$ cat src/rtl/adcq_pkg.sv
package adcq_pkg;

    localparam int PH_W        = 8;
    localparam int CONV_DIFF   = 13;
    localparam int CONV_SINGLE = 14;

    typedef enum logic [1:0] {
        PH_IDLE    = 2'd0,
        PH_SAMPLE  = 2'd1,
        PH_CONVERT = 2'd2
    } phase_e;

    // Sampling length in converter clocks for each 2-bit code.
    function automatic logic [PH_W-1:0] sample_len(input logic [1:0] code);
        logic [PH_W-1:0] len;
        unique case (code)
            2'd0:    len = PH_W'(2);
            2'd1:    len = PH_W'(8);
            2'd2:    len = PH_W'(64);
            default: len = PH_W'(128);
        endcase
        return len;
    endfunction

    // Smallest prescaler code N with sys_hz / (2*(N+1)) <= max_hz.
    function automatic int min_ps_code(input longint unsigned sys_hz,
                                       input longint unsigned max_hz);
        longint unsigned halves;
        halves = (sys_hz + 2 * max_hz - 1) / (2 * max_hz);
        return (halves == 0) ? 0 : int'(halves) - 1;
    endfunction

endpackage

$ cat src/rtl/adcq_clkdiv.sv
module adcq_clkdiv #(
    parameter int PS_W     = 5,
    parameter int MIN_CODE = 4
) (
    input  logic            clk,
    input  logic            rst_n,
    input  logic            idle,
    input  logic [PS_W-1:0] ps_set,
    output logic            adc_en,
    output logic            adc_clk,
    output logic            bad,
    output logic            err,
    output logic            ready
);
    localparam int CNT_W = PS_W + 1;

    logic [PS_W-1:0]  ps_act;
    logic [CNT_W-1:0] cnt;
    logic [CNT_W-1:0] cnt_last;
    logic [CNT_W-1:0] cnt_half;
    logic             legal;
    logic             reload;
    logic             clk_q;
    logic             err_q;

    assign cnt_last = {ps_act, 1'b1};   // 2N+1
    assign cnt_half = {1'b0, ps_act};   // N
    assign legal    = int'(ps_act) >= MIN_CODE;
    assign reload   = idle && (ps_set != ps_act);

    always_ff @(posedge clk) begin
        if (!rst_n) begin
            ps_act <= '1;
            cnt    <= '0;
            clk_q  <= 1'b0;
            err_q  <= 1'b0;
        end else begin
            if (reload) begin
                ps_act <= ps_set;
                cnt    <= '0;
                clk_q  <= 1'b0;
            end else if (!legal) begin
                cnt    <= '0;
                clk_q  <= 1'b0;
            end else begin
                cnt <= (cnt == cnt_last) ? '0 : cnt + 1'b1;
                if (cnt == cnt_half || cnt == cnt_last)
                    clk_q <= ~clk_q;
            end
            if (!legal)
                err_q <= 1'b1;
        end
    end

    assign adc_en  = legal && (cnt == cnt_last);
    assign adc_clk = clk_q;
    assign bad     = !legal;
    assign err     = err_q;
    assign ready   = legal && (ps_set == ps_act);

endmodule

$ cat src/rtl/adcq_phase_seq.sv
module adcq_phase_seq
    import adcq_pkg::*;
(
    input  logic       clk,
    input  logic       rst_n,
    input  logic       start,
    input  logic [1:0] ts_code,
    input  logic       diff,
    input  logic       ready,
    input  logic       tick,
    output logic       busy,
    output logic       sample_ph,
    output logic       conv_ph,
    output logic       done
);
    phase_e          state_q, state_d;
    logic [PH_W-1:0] pcnt_q, pcnt_d;
    logic [PH_W-1:0] slen_q, slen_d;
    logic            diff_q, diff_d;
    logic [PH_W-1:0] clen;
    logic            samp_last;
    logic            conv_last;

    assign clen      = diff_q ? PH_W'(CONV_DIFF) : PH_W'(CONV_SINGLE);
    assign samp_last = (pcnt_q == slen_q - 1'b1);
    assign conv_last = (pcnt_q == clen - 1'b1);

    // State register
    always_ff @(posedge clk) begin
        if (!rst_n) begin
            state_q <= PH_IDLE;
            pcnt_q  <= '0;
            slen_q  <= '0;
            diff_q  <= 1'b0;
        end else begin
            state_q <= state_d;
            pcnt_q  <= pcnt_d;
            slen_q  <= slen_d;
            diff_q  <= diff_d;
        end
    end

    // Next-state logic
    always_comb begin
        state_d = state_q;
        pcnt_d  = pcnt_q;
        slen_d  = slen_q;
        diff_d  = diff_q;
        unique case (state_q)
            PH_IDLE: begin
                if (start && ready) begin            // accept
                    state_d = PH_SAMPLE;
                    pcnt_d  = '0;
                    slen_d  = sample_len(ts_code);
                    diff_d  = diff;
                end
            end
            PH_SAMPLE: begin
                if (tick) begin
                    if (samp_last) begin             // sample_end
                        state_d = PH_CONVERT;
                        pcnt_d  = '0;
                    end else begin
                        pcnt_d  = pcnt_q + 1'b1;
                    end
                end
            end
            PH_CONVERT: begin
                if (tick) begin
                    if (conv_last) begin             // conv_end
                        state_d = PH_IDLE;
                        pcnt_d  = '0;
                    end else begin
                        pcnt_d  = pcnt_q + 1'b1;
                    end
                end
            end
            default: state_d = PH_IDLE;
        endcase
    end

    // Outputs
    always_comb begin
        busy      = 1'b0;
        sample_ph = 1'b0;
        conv_ph   = 1'b0;
        done      = 1'b0;
        unique case (state_q)
            PH_IDLE: ;
            PH_SAMPLE: begin
                busy      = 1'b1;
                sample_ph = 1'b1;
            end
            PH_CONVERT: begin
                busy    = 1'b1;
                conv_ph = 1'b1;
                done    = tick && conv_last;
            end
            default: ;
        endcase
    end

endmodule

$ cat src/rtl/adc_seq_timer.sv
module adc_seq_timer #(
    parameter int              NUM_INST       = 2,
    parameter int              PS_W           = 5,
    parameter longint unsigned SYS_CLK_HZ     = 120_000_000,
    parameter longint unsigned ADC_CLK_MAX_HZ = 12_000_000
) (
    input  logic                           clk,
    input  logic                           rst_n,
    input  logic [NUM_INST-1:0][PS_W-1:0]  ps_set,
    input  logic [NUM_INST-1:0]            start,
    input  logic [NUM_INST-1:0][1:0]       ts_code,
    input  logic [NUM_INST-1:0]            diff,
    output logic [NUM_INST-1:0]            adc_en,
    output logic [NUM_INST-1:0]            adc_clk,
    output logic [NUM_INST-1:0]            ratio_bad,
    output logic [NUM_INST-1:0]            ratio_err,
    output logic [NUM_INST-1:0]            busy,
    output logic [NUM_INST-1:0]            sample_ph,
    output logic [NUM_INST-1:0]            conv_ph,
    output logic [NUM_INST-1:0]            done
);
    localparam int MIN_CODE = adcq_pkg::min_ps_code(SYS_CLK_HZ, ADC_CLK_MAX_HZ);

    for (genvar g = 0; g < NUM_INST; g++) begin : g_inst
        logic ready;

        adcq_clkdiv #(
            .PS_W     (PS_W),
            .MIN_CODE (MIN_CODE)
        ) u_div (
            .clk     (clk),
            .rst_n   (rst_n),
            .idle    (!busy[g]),
            .ps_set  (ps_set[g]),
            .adc_en  (adc_en[g]),
            .adc_clk (adc_clk[g]),
            .bad     (ratio_bad[g]),
            .err     (ratio_err[g]),
            .ready   (ready)
        );

        adcq_phase_seq u_seq (
            .clk       (clk),
            .rst_n     (rst_n),
            .start     (start[g]),
            .ts_code   (ts_code[g]),
            .diff      (diff[g]),
            .ready     (ready),
            .tick      (adc_en[g]),
            .busy      (busy[g]),
            .sample_ph (sample_ph[g]),
            .conv_ph   (conv_ph[g]),
            .done      (done[g])
        );
    end

endmodule

$ cat config.mk
export PLATFORM = sky130hd
export DESIGN_NAME = adc_seq_timer
export DESIGN_NICKNAME = d
export VERILOG_FILES = /design/src/rtl/adcq_pkg.sv /design/src/rtl/adcq_clkdiv.sv /design/src/rtl/adcq_phase_seq.sv /design/src/rtl/adc_seq_timer.sv
export SDC_FILE = /design/constraint.sdc
export NUM_CORES = 1
export LEC_CHECK = 0
export BUFFER_PORTS_ARGS = -buffer_cell sky130_fd_sc_hd__buf_2
export CELL_PAD_IN_SITES_DETAIL_PLACEMENT = 0
export CELL_PAD_IN_SITES_GLOBAL_PLACEMENT = 1
export CORE_MARGIN = 4
export CORE_UTILIZATION = 45
export DETAILED_ROUTE_END_ITERATION = 6
export PLACE_DENSITY = 0.77
export SLEW_MARGIN = 20
export SYNTH_ARGS = -nofsm -noshare
export SYNTH_HDL_FRONTEND = slang
export SYNTH_HIERARCHICAL = 1
export SYNTH_SLANG_ARGS = --single-unit
$ cat constraint.sdc
create_clock -name clk -period 2.3 [get_ports clk]
set_input_delay 0.46 -clock clk [delete_from_list [all_inputs] [get_ports clk]]
set_output_delay 0.46 -clock clk [all_outputs]
set_load 0.02 [all_outputs]
After elaboration in Yosys (flattened, before gate mapping)
Index checks and enable logic that the tools add are counted.
{ "op_classes": {"reduce_logical": 34, "bitwise": 5, "order_cmp": 2, "add_sub_neg": 8, "muxes": 36, "n_eq_ne": 30} }
{ "ops": {"columns": ["operator", "count"], "rows": [
  ["$pmux 8 s3", 4],
  ["$mux 8", 10],
  ["$eq 8x8->1", 4],
  ["$sub 8x1->8 const B", 4],
  ["$mux 2", 12],
  ["$ne 2x1->1 const B", 10],
  ["$add 8x1->8 const B", 2],
  ["$add 6x1->6 const B", 2],
  ["$eq 6x5->1", 2],
  ["$eq 6x6->1", 2],
  ["$pmux 2 s3", 2],
  ["$eq 5x5->1", 2],
  ["$ge 5x3->1 const B", 2],
  ["$logic_and 1x1->1", 10],
  ["$ne 5x5->1", 2],
  ["$reduce_and 5->1", 2],
  ["$eq 2x1->1 const B", 4],
  ["$eq 2x2->1 const B", 4],
  ["$logic_not 2->1", 4],
  ["$mux 1", 8],
  ["$reduce_and 4->1", 2],
  ["$reduce_or 4->1", 2],
  ["$reduce_bool 3->1", 2],
  ["$reduce_or 3->1", 2],
  ["5 further kinds", 15]
]} }
{ "totals": {"out_inout_bits": 16, "elab_cells": 131, "inputBits": 20, "regBits": 64} }

Longest topological paths before layout
Gate-level depths: netlist of run 1.
{ "logic_depth": {"depth_word": 6, "mapped_depth": 9, "mapped_depth_nobuf": 8} }

Cells and area by module
The synthesis of run 1 kept the hierarchy.
{ "by_module_without_submodules": {"columns": ["mod", "area_per_inst_um2", "cells_per_inst", "seq_area_each_um2", "instances"], "rows": [
  ["adcq_phase_seq", 1024.7, 125, 300.3, 2],
  ["adcq_clkdiv", 743.2, 78, 260.2, 2],
  ["adc_seq_timer", 7.5, 2, 0.0, 1]
]} }

Least setup slack after synthesis of run 1
Ideal clock, no wire load.
{ "synth_timing": {"path_type": "reg2reg", "startpoint": "reg g_inst[0].u_div.ps_act[4]", "endpoint": "reg g_inst[0].u_seq.pcnt_q[4]", "path_stages_with_launch": 10, "synth_period_minus_slack_ps": 2335, "required_time_ps": 2173, "path_buffers": 1, "path_slack_ps": -35, "arrival_ps": 2207, "setup_time_ps": 127, "cell_sequence": "dfxtp_1 > clkbuf_8 > xnor2_1 > nand4_1 > nor3_1 > o21bai_1 > o211ai_1 > a31o_2 > a21oi_1 > o32ai_2"} }
{ "synth_via": {"word_cells_on_any_way": 10, "classes_between": "order compare: 1; eq/ne: 5; reduce/logical: 4"} }
{ "synth_lines": {"columns": ["item", "line", "source"], "rows": [
  ["start: declaration", "adcq_clkdiv.sv:17", "logic [PS_W-1:0] ps_act;"],
  ["start signal: assignment", "adcq_clkdiv.sv:39", "ps_act <= ps_set;"],
  ["$ge 5x3->1 or $eq 6x6->1 (tied branches)", "adcq_clkdiv.sv:28, adcq_clkdiv.sv:55", null],
  ["$logic_and 1x1->1 *", "adcq_clkdiv.sv:55", "assign adc_en = legal && (cnt == cnt_last);"],
  ["net adc_en[0]", "adc_seq_timer.sv:13", "output logic [NUM_INST-1:0] adc_en,"],
  ["$ne 2x1->1 (no line)", null, null],
  ["$reduce_and 4->1 (no line) *", null, null],
  ["end signal: assignment", "adcq_phase_seq.sv:37", "pcnt_q <= pcnt_d;"],
  ["end: declaration", "adcq_phase_seq.sv:17", "logic [PH_W-1:0] pcnt_q, pcnt_d;"]
]} }
The timed path passes the listed nets; every way through them passes the cells marked *.
A chain may end at the register's enable or synchronous reset.

Worst setup path in the final report of run 1
{ "layout_timing": {"startpoint": "reg g_inst[1].u_div.cnt[4]", "endpoint": "out done[1]"} }
{ "layout_via": {"elab_chain_len": 4} }
{ "layout_rtl": {"columns": ["item", "line", "source"], "rows": [
  ["start: declaration", "adcq_clkdiv.sv:18", "logic [CNT_W-1:0] cnt;"],
  ["start signal: assignment", "adcq_clkdiv.sv:46", "cnt <= (cnt == cnt_last) ? '0 : cnt + 1'b1;"],
  ["$eq 6x6->1", "adcq_clkdiv.sv:55", null],
  ["$logic_and 1x1->1", "adcq_clkdiv.sv:55", null],
  ["$logic_and 1x1->1", "adcq_phase_seq.sv:97", "done = tick && conv_last;"],
  ["$mux 1", "adcq_phase_seq.sv:88", "unique case (state_q)"],
  ["end: declaration", "adc_seq_timer.sv:20", "output logic [NUM_INST-1:0] done"]
]} }
No other way between the ends.

==> results.md, run 1 <==
* Status: completed
* Final setup viols at 0
* DR WL/cell at roughly 14 um
* Number of synthesized register bits at 56
* Clk Latency, worst-skew pair at 0.31 ns
* Area leader, netlist: dfxtp_1
* Layout fillers at about 770
* Final Hold Viols at 0
* Post-Synthesis Net Count at 440
* CTS Buffer Depth at 2
* Largest cells by area after synthesis: dfxtp_1 (32%), xnor2_1 (5.9%), xor2_1 (4.9%)
* Gr usage total at 0.165
* Largest net degree at the start of global routing at 19
* WS Path Type: register to primary output
* Post-synthesis async set-or-reset flop share at 0
* Mapped Area at 3540 um2
* Skew final at 0.00741 ns
* VDD IR max at 0.000362 V
* Total gr overflow at 0
* CTS Root Cell: clkbuf_8
* Io pins at 36
* Worst slew margin at 0.561
* Vias at 2895
* P_leak at between 1.5 and 2 nW
* Netlist cell types at 49
* Top-count cell post-synth: dfxtp_1
* Die width at a little under 100 um
* Post-detailed-route count of antenna-violating nets at 0
* Fmax at 0.463 GHz
* Synth top cells by count: dfxtp_1 (56), nand2_1 (38), inv_1 (26)
* Period utilization at 0.939
* Die Area at about 9400 um2
* Vias in the first global route at around 2.8k
* Syn Area/Cell at 8.68 um2
* EDFF count, synth at 0
* Worst hold path type: input port to register
* CTS sink count at between 50 and 60
* Initial antenna violation count at 0
* Routed wire length at approximately 7500 um
* Seq/Total Area, Yosys at 0.316
* Final hold slack at between 0.3 and 0.4 ns
* GP Congestion at slightly below 0.8
* Violation count after the first detailed-route iteration at 83
* CTS Buf Count at 5
* Synth Flop Type: dfxtp_1
* CTS H-Tree Depth at 2
* First-pass detailed-route iteration total at 4
* Core ar. at about 7700 um2
* Worst slew pin tran at ~0.65 ns
* Crit path DAT at 1.70 ns
* Yosys top cell area share at 0.316
* Share of layout cells above drive strength 1 at 0.223
* Clock slew seen by the registers of the worst setup and hold paths at 0.11 ns
* Vias per cell at about 5.3
* Cell Pwr Density at between 600 and 700 nW/um2
* Die Height at 96.7 um
* Required @ worst endpoint at roughly 1.8 ns
* Final net count at between 400 and 500
* Max-cap violations at 0
* Minimum clock period at about 2.2 ns
* N_diodes at 0
* DRC at 0
* Detailed Place HPWL at 5690 um
* Cells after Synth at between 400 and 500
* Initial Utilization at 0.461
* Worst setup EP type: primary output
* Setup Total Neg Slack at 0 ns
* Num rows at 32
* Global-route wire length before repair at between 10000 and 15000 um
* Crit path max fanout at 4
* Synth warn at 6
* Worst setup SP type: register
* Max Slew Vio Count at 0
* IO buf count at 35
* Area grow syn2layout at 11.2%
* CTS tree: built
## metal layers
| metal | up-vias | track usage | wire length [um] |
|---|---|---|---|
| li1 | 1499 | - | - |
| met1 | 1354 | 0.215 | 3630 |
| met2 | 35 | 0.281 | 3550 |
| met3 | 7 | 0.0296 | 211 |
| met4 | 0 | 0.0443 | 99 |
| met5 | - | 0 | 0 |
## final timing paths
| kind | end | depth (start not counted) | slack (ns) | startpoint |
|---|---|---|---|---|
| worst max-delay path | done[1] | 6 | 0.14 | g_inst[1].u_div/cnt[4]$_SDFF_PP0_ |
| worst min-delay path | g_inst[0].u_div/ps_act[0]$_SDFFE_PN1P_ | 3 | 0.38 | ps_set[0] |
| worst max register to register | g_inst[0].u_seq/pcnt_q[4]$_SDFFE_PN0P_ | 9 | 0.24 | g_inst[0].u_div/cnt[2]$_SDFF_PP0_ |
| worst min register to register | g_inst[0].u_div/err$_SDFFE_PN0N_ | 1 | 0.47 | g_inst[0].u_div/err$_SDFFE_PN0N_ |
## stage by stage
step	std cells	instance area, um2	utilization	setup WS, ns	total power, mW
global route	545	3940	0.513	-0.00967	2.62
global placement	534	3790	0.493	-0.0794	1.90
detailed placement	534	3790	0.493	-0.0750	1.91
floorplan	408	3550	-	0.0765	1.73
CTS	542	3890	0.506	0.0269	2.48
finish	545	3940	0.513	0.141	2.46
## placed cells by master (no fill, tap or decap), drive strengths merged, types with 4 or more instances in the layout
cell type  instances
dfxtp             56
mux2i             16
buf               49
nor2b             10
o21ai             18
nor2              24
nand2             38
a31oi              6
o221ai            12
o32ai              4
nand3             24
ha                12
nand2b             4
xor2              20
clkbuf             5
nor3              28
xnor2             26
nor3b              8
nand4              6
and3               6
a21oi             10
and2               6
inv               26
## report_power, final
group,switching [mW],leakage (nW),total [mW],internal [mW]
registers,0.0848,0.453,1.12,1.03
logic,0.435,1.04,0.784,0.349
clock network,0.342,0.0404,0.558,0.217
## sequential cells by signal (all words and copies together), names as in the netlist
register / flops
g_inst.u_seq/pcnt_q: 16
g_inst.u_div/cnt: 12
g_inst.u_div/ps_act: 10
g_inst.u_seq/slen_q: 8
g_inst.u_seq/state_q: 4
g_inst.u_div/adc_clk: 2
g_inst.u_div/err: 2
g_inst.u_seq/diff_q: 2
## logic make-up after synthesis
family | Yosys count | share of synthesized area
AND/OR/NAND/NOR | 162 | 0.244
AO/OA/AOI/OAI | 66 | 0.153
flip-flops | 56 | 0.316
XOR/XNOR | 48 | 0.131
buffers and inverters | 48 | 0.0685
multiplexers | 16 | 0.0452
adder cells (fa/ha/maj) | 12 | 0.0424
## critical path, stage by stage, from the launching register on
cell and delay, ns:
dfxtp_1 0.44, xnor2_1 0.14, nand4_1 0.25, nor3_4 0.24, nand2_1 0.07, nor2_1 0.08
buf_2 0.16
## repair_timing
item,4_1_cts,5_1_grt
endpoints found under the hold margin,0,0
pin swaps,0,3
hold buffers,0,0
gates resized for setup,3,8
setup buffers,0,3
setup endpoints to repair,1,21
## layout make-up
type / count / area (um2) / share of cell area
clock inverter: 3 / 23.8 / 0.00603
tap: 102 / 128 / 0.0324
clock buffer: 5 / 68.8 / 0.0175
inverter: 26 / 97.6 / 0.0248
timing repair buffer: 49 / 280 / 0.0711
multi-input combinational: 304 / 2210 / 0.562
sequential: 56 / 1130 / 0.287
Note: power is estimated with default switching activity, not from simulation.
==> run 2: changes to the inputs <==
--- a/config.mk
+++ b/config.mk
@@ -12,6 +12,7 @@
 export CORE_UTILIZATION = 45
 export DETAILED_ROUTE_END_ITERATION = 6
 export PLACE_DENSITY = 0.77
+export REMOVE_ABC_BUFFERS = 1
 export SLEW_MARGIN = 20
 export SYNTH_ARGS = -nofsm -noshare
 export SYNTH_HDL_FRONTEND = slang
==> results.md, run 2 (synthesis results as in run 1) <==
* Status: completed
* Util after Layout at 0.516
* Worst setup EP type: primary output
* Num rows at 32
* Final hold slack at 0.368 ns
* Final setup viols at 0
* N_diodes at 0
* Vias at 2885
* Gr usage total at 0.157
* Routed wire length at 7290 um
* DR WL/cell at approximately 13 um
* CTS Root Cell: clkbuf_8
* Worst r2r path cells at 8
* Worst slew pin tran at between 0.4 and 0.5 ns
* Final Power at roughly 2.6 mW
* Final Hold Viols at 0
* Fmax at 0.471 GHz
* Biggest register: g_inst.u_seq/pcnt_q
* Violation count after the first detailed-route iteration at 100
* Most frequent CP cell: buf_4
* Crit path max fanout at 6
* Share of total power in sequential cells at 0.438
* Crit path DAT at 1.66 ns
* Biggest regs: g_inst.u_seq/pcnt_q x16, g_inst.u_div/cnt x12, g_inst.u_div/ps_act x10
* Core ar. at 7690 um2
* Total gr overflow at 0
* Die Height at a little under 100 um
* GP Congestion at roughly 0.8
* Vias per cell at 5.32
* Worst hold path type: input port to register
* Initial Utilization at 0.461
* Largest net degree at the start of global routing at 27
* Critical-path cell list: xnor2_1 -> nand4_1 -> nor3_2 -> buf_4 -> nand2_1 -> nor2_1 -> buf_4
* Clk pwr share at 0.260
* First-pass detailed-route iteration total at 4
* CTS Buffer Depth at 2
* Minimum clock period at 2.12 ns
* VDD IR max at between 0.0003 and 0.0004 V
* Vias in the first global route at between 2k and 3k
* Io pins at 36
* Worst path max stage delay at 0.39 ns
* Critical R2R Capture: g_inst[0].u_seq/pcnt_q[4]$_SDFFE_PN0P_
* Reg2reg setup slack at about 0.28 ns
* DRC at 0
* Detailed Place HPWL at 5480 um
* Skew final at approximately 0.011 ns
* Sw Share at 0.334
* Worst slew margin at 0.698
* IO buf count at 35
* Initial antenna violation count at 0
* Global-route wire length before repair at ~13000 um
* Clock slew seen by the registers of the worst setup and hold paths at 0.11 ns
* Combinational cell fraction of total power at 0.302
* Cell Pwr Density at between 600 and 700 nW/um2
* P_leak at 1.53 nW
* Setup Total Neg Slack at 0 ns
* Worst setup startpoint: g_inst[0].u_div/ps_act[2]$_SDFFE_PN1P_
* Max-cap violations at 0
* Layout fillers at between 700 and 800
* Most frequent cells in the layout: dfxtp_1 (43), nand2_1 (38), buf_2 (34), inv_1 (26)
* Commonest non-fill, non-tap cell in the layout: dfxtp_1
* Area grow syn2layout at 11.9%
* Worst setup SP type: register
* Non-filler cells, final at 542
* Required @ worst endpoint at between 1.5 and 2 ns
* Max FFs per register at 16
* Final net count at 471
* Sw power at about 850 uW
* Period utilization at 0.923
* WS Path Type: register to primary output
* Clk Latency, worst-skew pair at 0.32 ns
* Placed Cells incl. Taps at approximately 530
* CTS Buf Count at 5
* CTS sink count at between 50 and 60
* Die Area at ~9400 um2
* Post-detailed-route count of antenna-violating nets at 0
* Crit path to: done[0]
* Max Slew Vio Count at 0
* CTS tree: built
* P_int at approximately 1.7 mW
* Die width at roughly 97 um
* Worst reg2reg startpoint: g_inst[0].u_div/ps_act[0]$_SDFFE_PN1P_
* Share of layout cells above drive strength 1 at 0.234
* Slowest cell on the critical path: dfxtp_4
* CTS H-Tree Depth at 2
-- run 2: layout make-up --
type	instances	area [um2]	area share
clock buffer	6	72.6	0.0183
clock inverter	2	38.8	0.00979
tap	102	128	0.0322
multi-input combinational	304	2220	0.559
sequential	56	1150	0.290
inverter	26	97.6	0.0246
timing repair buffer	46	260	0.0657
-- run 2: worst min-delay path by stage --
stage,startpoint,endpoint,slack (ns),cells after the start
floorplan,g_inst[0].u_seq/state_q[1]$_SDFFE_PN0P_,g_inst[0].u_seq/state_q[1]$_SDFFE_PN0P_,0.45,2
global placement,g_inst[1].u_div/err$_SDFFE_PN0N_,g_inst[1].u_div/err$_SDFFE_PN0N_,0.44,1
detailed placement,g_inst[0].u_div/err$_SDFFE_PN0N_,g_inst[0].u_div/err$_SDFFE_PN0N_,0.45,1
CTS,ps_set[5],g_inst[1].u_div/ps_act[0]$_SDFFE_PN1P_,0.36,3
global route,ps_set[5],g_inst[1].u_div/ps_act[0]$_SDFFE_PN1P_,0.37,3
finish,ps_set[5],g_inst[1].u_div/ps_act[0]$_SDFFE_PN1P_,0.37,3
-- run 2: worst max-delay path: cells and delay by family (launching register included) --
kind / cells / cell delay [ns]
buffers and inverters: 2 / 0.28
flip-flops: 1 / 0.39
AND/OR/NAND/NOR: 4 / 0.53
XOR/XNOR: 1 / 0.16
-- run 2: repair_timing --
item / CTS / global route
gates resized for setup: 8 / 18
buffers inserted: 0 / 2
endpoints found under the setup margin: 2 / 11
hold buffers: 0 / 0
pin swaps: 0 / 4
-- run 2: metal layers --
| metal | vias up | part of all wire | GRT usage |
|---|---|---|---|
| li1 | 1496 | - | - |
| met1 | 1355 | 0.50 | 0.214 |
| met2 | 28 | 0.46 | 0.256 |
| met3 | 6 | 0.025 | 0.0317 |
| met4 | 0 | 0.0097 | 0.0389 |
| met5 | - | 0 | 0 |
-- run 2: per-stage QoR --
step | setup slack, ns | instance area [um2]
2_1_floorplan | -0.0378 | 3400
3_3_place_gp | 0.0161 | 3770
3_5_place_dp | -0.0211 | 3770
4_1_cts | 0.0173 | 3900
5_1_grt | -0.0159 | 3960
6_report | 0.177 | 3960
-- run 2: power by group through the flow --
stage          clock [mW]  sequential (mW)  combinational [mW]
6_report            0.666             1.12               0.772
5_1_grt             0.729             1.13               0.856
4_1_cts             0.700             1.12               0.770
3_5_place_dp            0             1.13               0.767
3_3_place_gp            0             1.13               0.759
2_1_floorplan           0             1.12               0.564
==> run 3: changes to the inputs <==
--- a/config.mk
+++ b/config.mk
@@ -8,6 +8,7 @@
 export BUFFER_PORTS_ARGS = -buffer_cell sky130_fd_sc_hd__buf_2
 export CELL_PAD_IN_SITES_DETAIL_PLACEMENT = 0
 export CELL_PAD_IN_SITES_GLOBAL_PLACEMENT = 1
+export CORE_ASPECT_RATIO = 0.7
 export CORE_MARGIN = 4
 export CORE_UTILIZATION = 45
 export DETAILED_ROUTE_END_ITERATION = 6
==> results.md, run 3 (synthesis results as in run 1) <==
* Design area at approximately 4000 um2
* Final hold slack at about 0.40 ns
* Status: completed
* Critical R2R Capture: g_inst[1].u_seq/pcnt_q[4]$_SDFFE_PN0P_
* Core ar. at 7480 um2
* Worst setup SP type: register
* Worst r2r path cells at 9
* Fmax at approximately 0.46 GHz
* Io pins at 36
* Max-cap violations at 0
* Die Area at 9380 um2
* Die Height at 82.2 um
* Detailed Place HPWL at between 5000 and 6000 um
* Share of layout cells above drive strength 1 at 0.221
* DRC at 0
* Crit path max fanout at 6
* Worst setup EP type: primary output
* Vias in the first global route at about 2.8k
* IO buf count at 35
* Die width at between 100 and 150 um
* Initial antenna violation count at 0
* CTS tree: built
* Routed wire length at between 7000 and 8000 um
* Worst setup startpoint: g_inst[0].u_div/ps_act[2]$_SDFFE_PN1P_
* GP Congestion at between 0.8 and 0.9
* Commonest non-fill, non-tap cell in the layout: dfxtp_1
* First-pass detailed-route iteration total at 6
* Sw power at approximately 890 uW
* Cell area after placement at ~3800 um2
* Gr usage total at 0.176
* Total gr overflow at 0
* Final Power at 2.79 mW
* P_int at about 1.9 mW
* Clock slew seen by the registers of the worst setup and hold paths at 0.07 ns
* Biggest register: g_inst.u_seq/pcnt_q
* Initial Utilization at 0.474
* Num rows at 26
* Most frequent cells in the layout: dfxtp_1 (49), nand2_1 (38), buf_2 (35), inv_1 (26)
* DR WL/cell at 14.5 um
* Post-CTS setup buffer count at 0
* Sw Share at 0.320
* Reg2reg setup slack at ~0.15 ns
* Skew final at between 0.005 and 0.006 ns
* Violation count after the first detailed-route iteration at 86
* Area grow syn2layout at 13.1%
* Worst slew margin at 0.613
* Cell Pwr Density at between 600 and 700 nW/um2
* Worst slew pin tran at just under 0.6 ns
* Worst hold path type: input port to register
* Final net count at approximately 480
* Required @ worst endpoint at between 1.5 and 2 ns
* Max FFs per register at 16
* Vias at about 3k
* CTS Buf Count at 5
* Worst reg2reg startpoint: g_inst[1].u_div/ps_act[0]$_SDFFE_PN1P_
* Crit path DAT at around 1.7 ns
* WS Path Type: register to primary output
* Biggest regs: g_inst.u_seq/pcnt_q x16, g_inst.u_div/cnt x12, g_inst.u_div/ps_act x10
* P_leak at 1.58 nW
* Clk Latency, worst-skew pair at roughly 0.29 ns
* Minimum clock period at approximately 2.2 ns
* Max Slew Vio Count at 0
* Post-detailed-route count of antenna-violating nets at 0
* CTS H-Tree Depth at 2
* Crit path to: done[0]
* N_diodes at 0
* Final setup viols at 0
* Vias per cell at approximately 5.4
* Layout fillers at between 700 and 800
* Largest net degree at the start of global routing at 27
* CTS Root Cell: clkbuf_16
* Final Hold Viols at 0
* VDD IR max at approximately 0.00038 V
* Share of total power in sequential cells at 0.398
* Clk pwr share at 0.319
* Period utilization at 0.938
* CTS sink count at 56
* CTS Buffer Depth at 2
* Combinational cell fraction of total power at 0.283
* Global-route wire length before repair at about 13000 um
-- run 3: worst min path at each step --
stage,start,endpoint,cells past startpoint
2_1_floorplan,g_inst[0].u_seq/state_q[1]$_SDFFE_PN0P_,g_inst[0].u_seq/state_q[1]$_SDFFE_PN0P_,2
3_3_place_gp,g_inst[1].u_div/err$_SDFFE_PN0N_,g_inst[1].u_div/err$_SDFFE_PN0N_,1
3_5_place_dp,g_inst[0].u_div/err$_SDFFE_PN0N_,g_inst[0].u_div/err$_SDFFE_PN0N_,1
4_1_cts,ps_set[2],g_inst[0].u_div/ps_act[2]$_SDFFE_PN1P_,3
5_1_grt,ps_set[2],g_inst[0].u_div/ps_act[2]$_SDFFE_PN1P_,3
6_report,ps_set[2],g_inst[0].u_div/ps_act[2]$_SDFFE_PN1P_,3
-- run 3: area by class of cell --
cell class | count | area [um2] | share of cell area
clock buffers | 6 | 129 | 0.0321
clock inverters | 2 | 38.8 | 0.00968
inverters | 26 | 97.6 | 0.0243
multi-input cells | 304 | 2200 | 0.549
flip-flops and latches | 56 | 1130 | 0.282
well taps | 98 | 123 | 0.0306
repair buffers | 50 | 288 | 0.0718
-- run 3: through the flow --
step	setup slack, ns	std cells	utilization	TNS (ns)
finish	0.143	542	0.536	0
CTS	0.00913	542	0.532	0
global placement	-0.0497	534	0.509	-0.100
detailed placement	-0.0675	534	0.509	-0.195
floorplan	-0.0378	386	-	-0.0756
global route	-0.00654	542	0.536	-0.00654
-- run 3: routing by layer --
layer  part of all wire  vias to the layer above  track usage
li1                   -                     1502            -
met1               0.55                     1398        0.260
met2               0.41                       43        0.258
met3              0.034                        5       0.0379
met4             0.0066                        0       0.0439
met5                  0                        -            0
-- run 3: worst max-delay path, stage by stage (launching register included) --
cell	delay, ns
dfxtp_2	0.41
xnor2_1	0.14
nand4_1	0.24
nor3_2	0.18
buf_4	0.15
nand2_1	0.04
nor2_1	0.07
buf_2	0.16
-- run 3: what timing repair did --
action,in CTS,in global routing
resized for setup,2,10
pin swaps,0,3
setup endpoints to repair,2,14
hold endpoints to repair,0,0
hold buffers,0,0
-- run 3: power by group through the flow --
| stage | Sequential (mW) | Combinational [mW] | Clock, mW |
|---|---|---|---|
| 2_1_floorplan | 1.12 | 0.564 | 0 |
| 3_3_place_gp | 1.13 | 0.771 | 0 |
| 3_5_place_dp | 1.13 | 0.782 | 0 |
| 4_1_cts | 1.11 | 0.785 | 0.921 |
| 5_1_grt | 1.12 | 0.876 | 0.961 |
| 6_report | 1.11 | 0.790 | 0.890 |
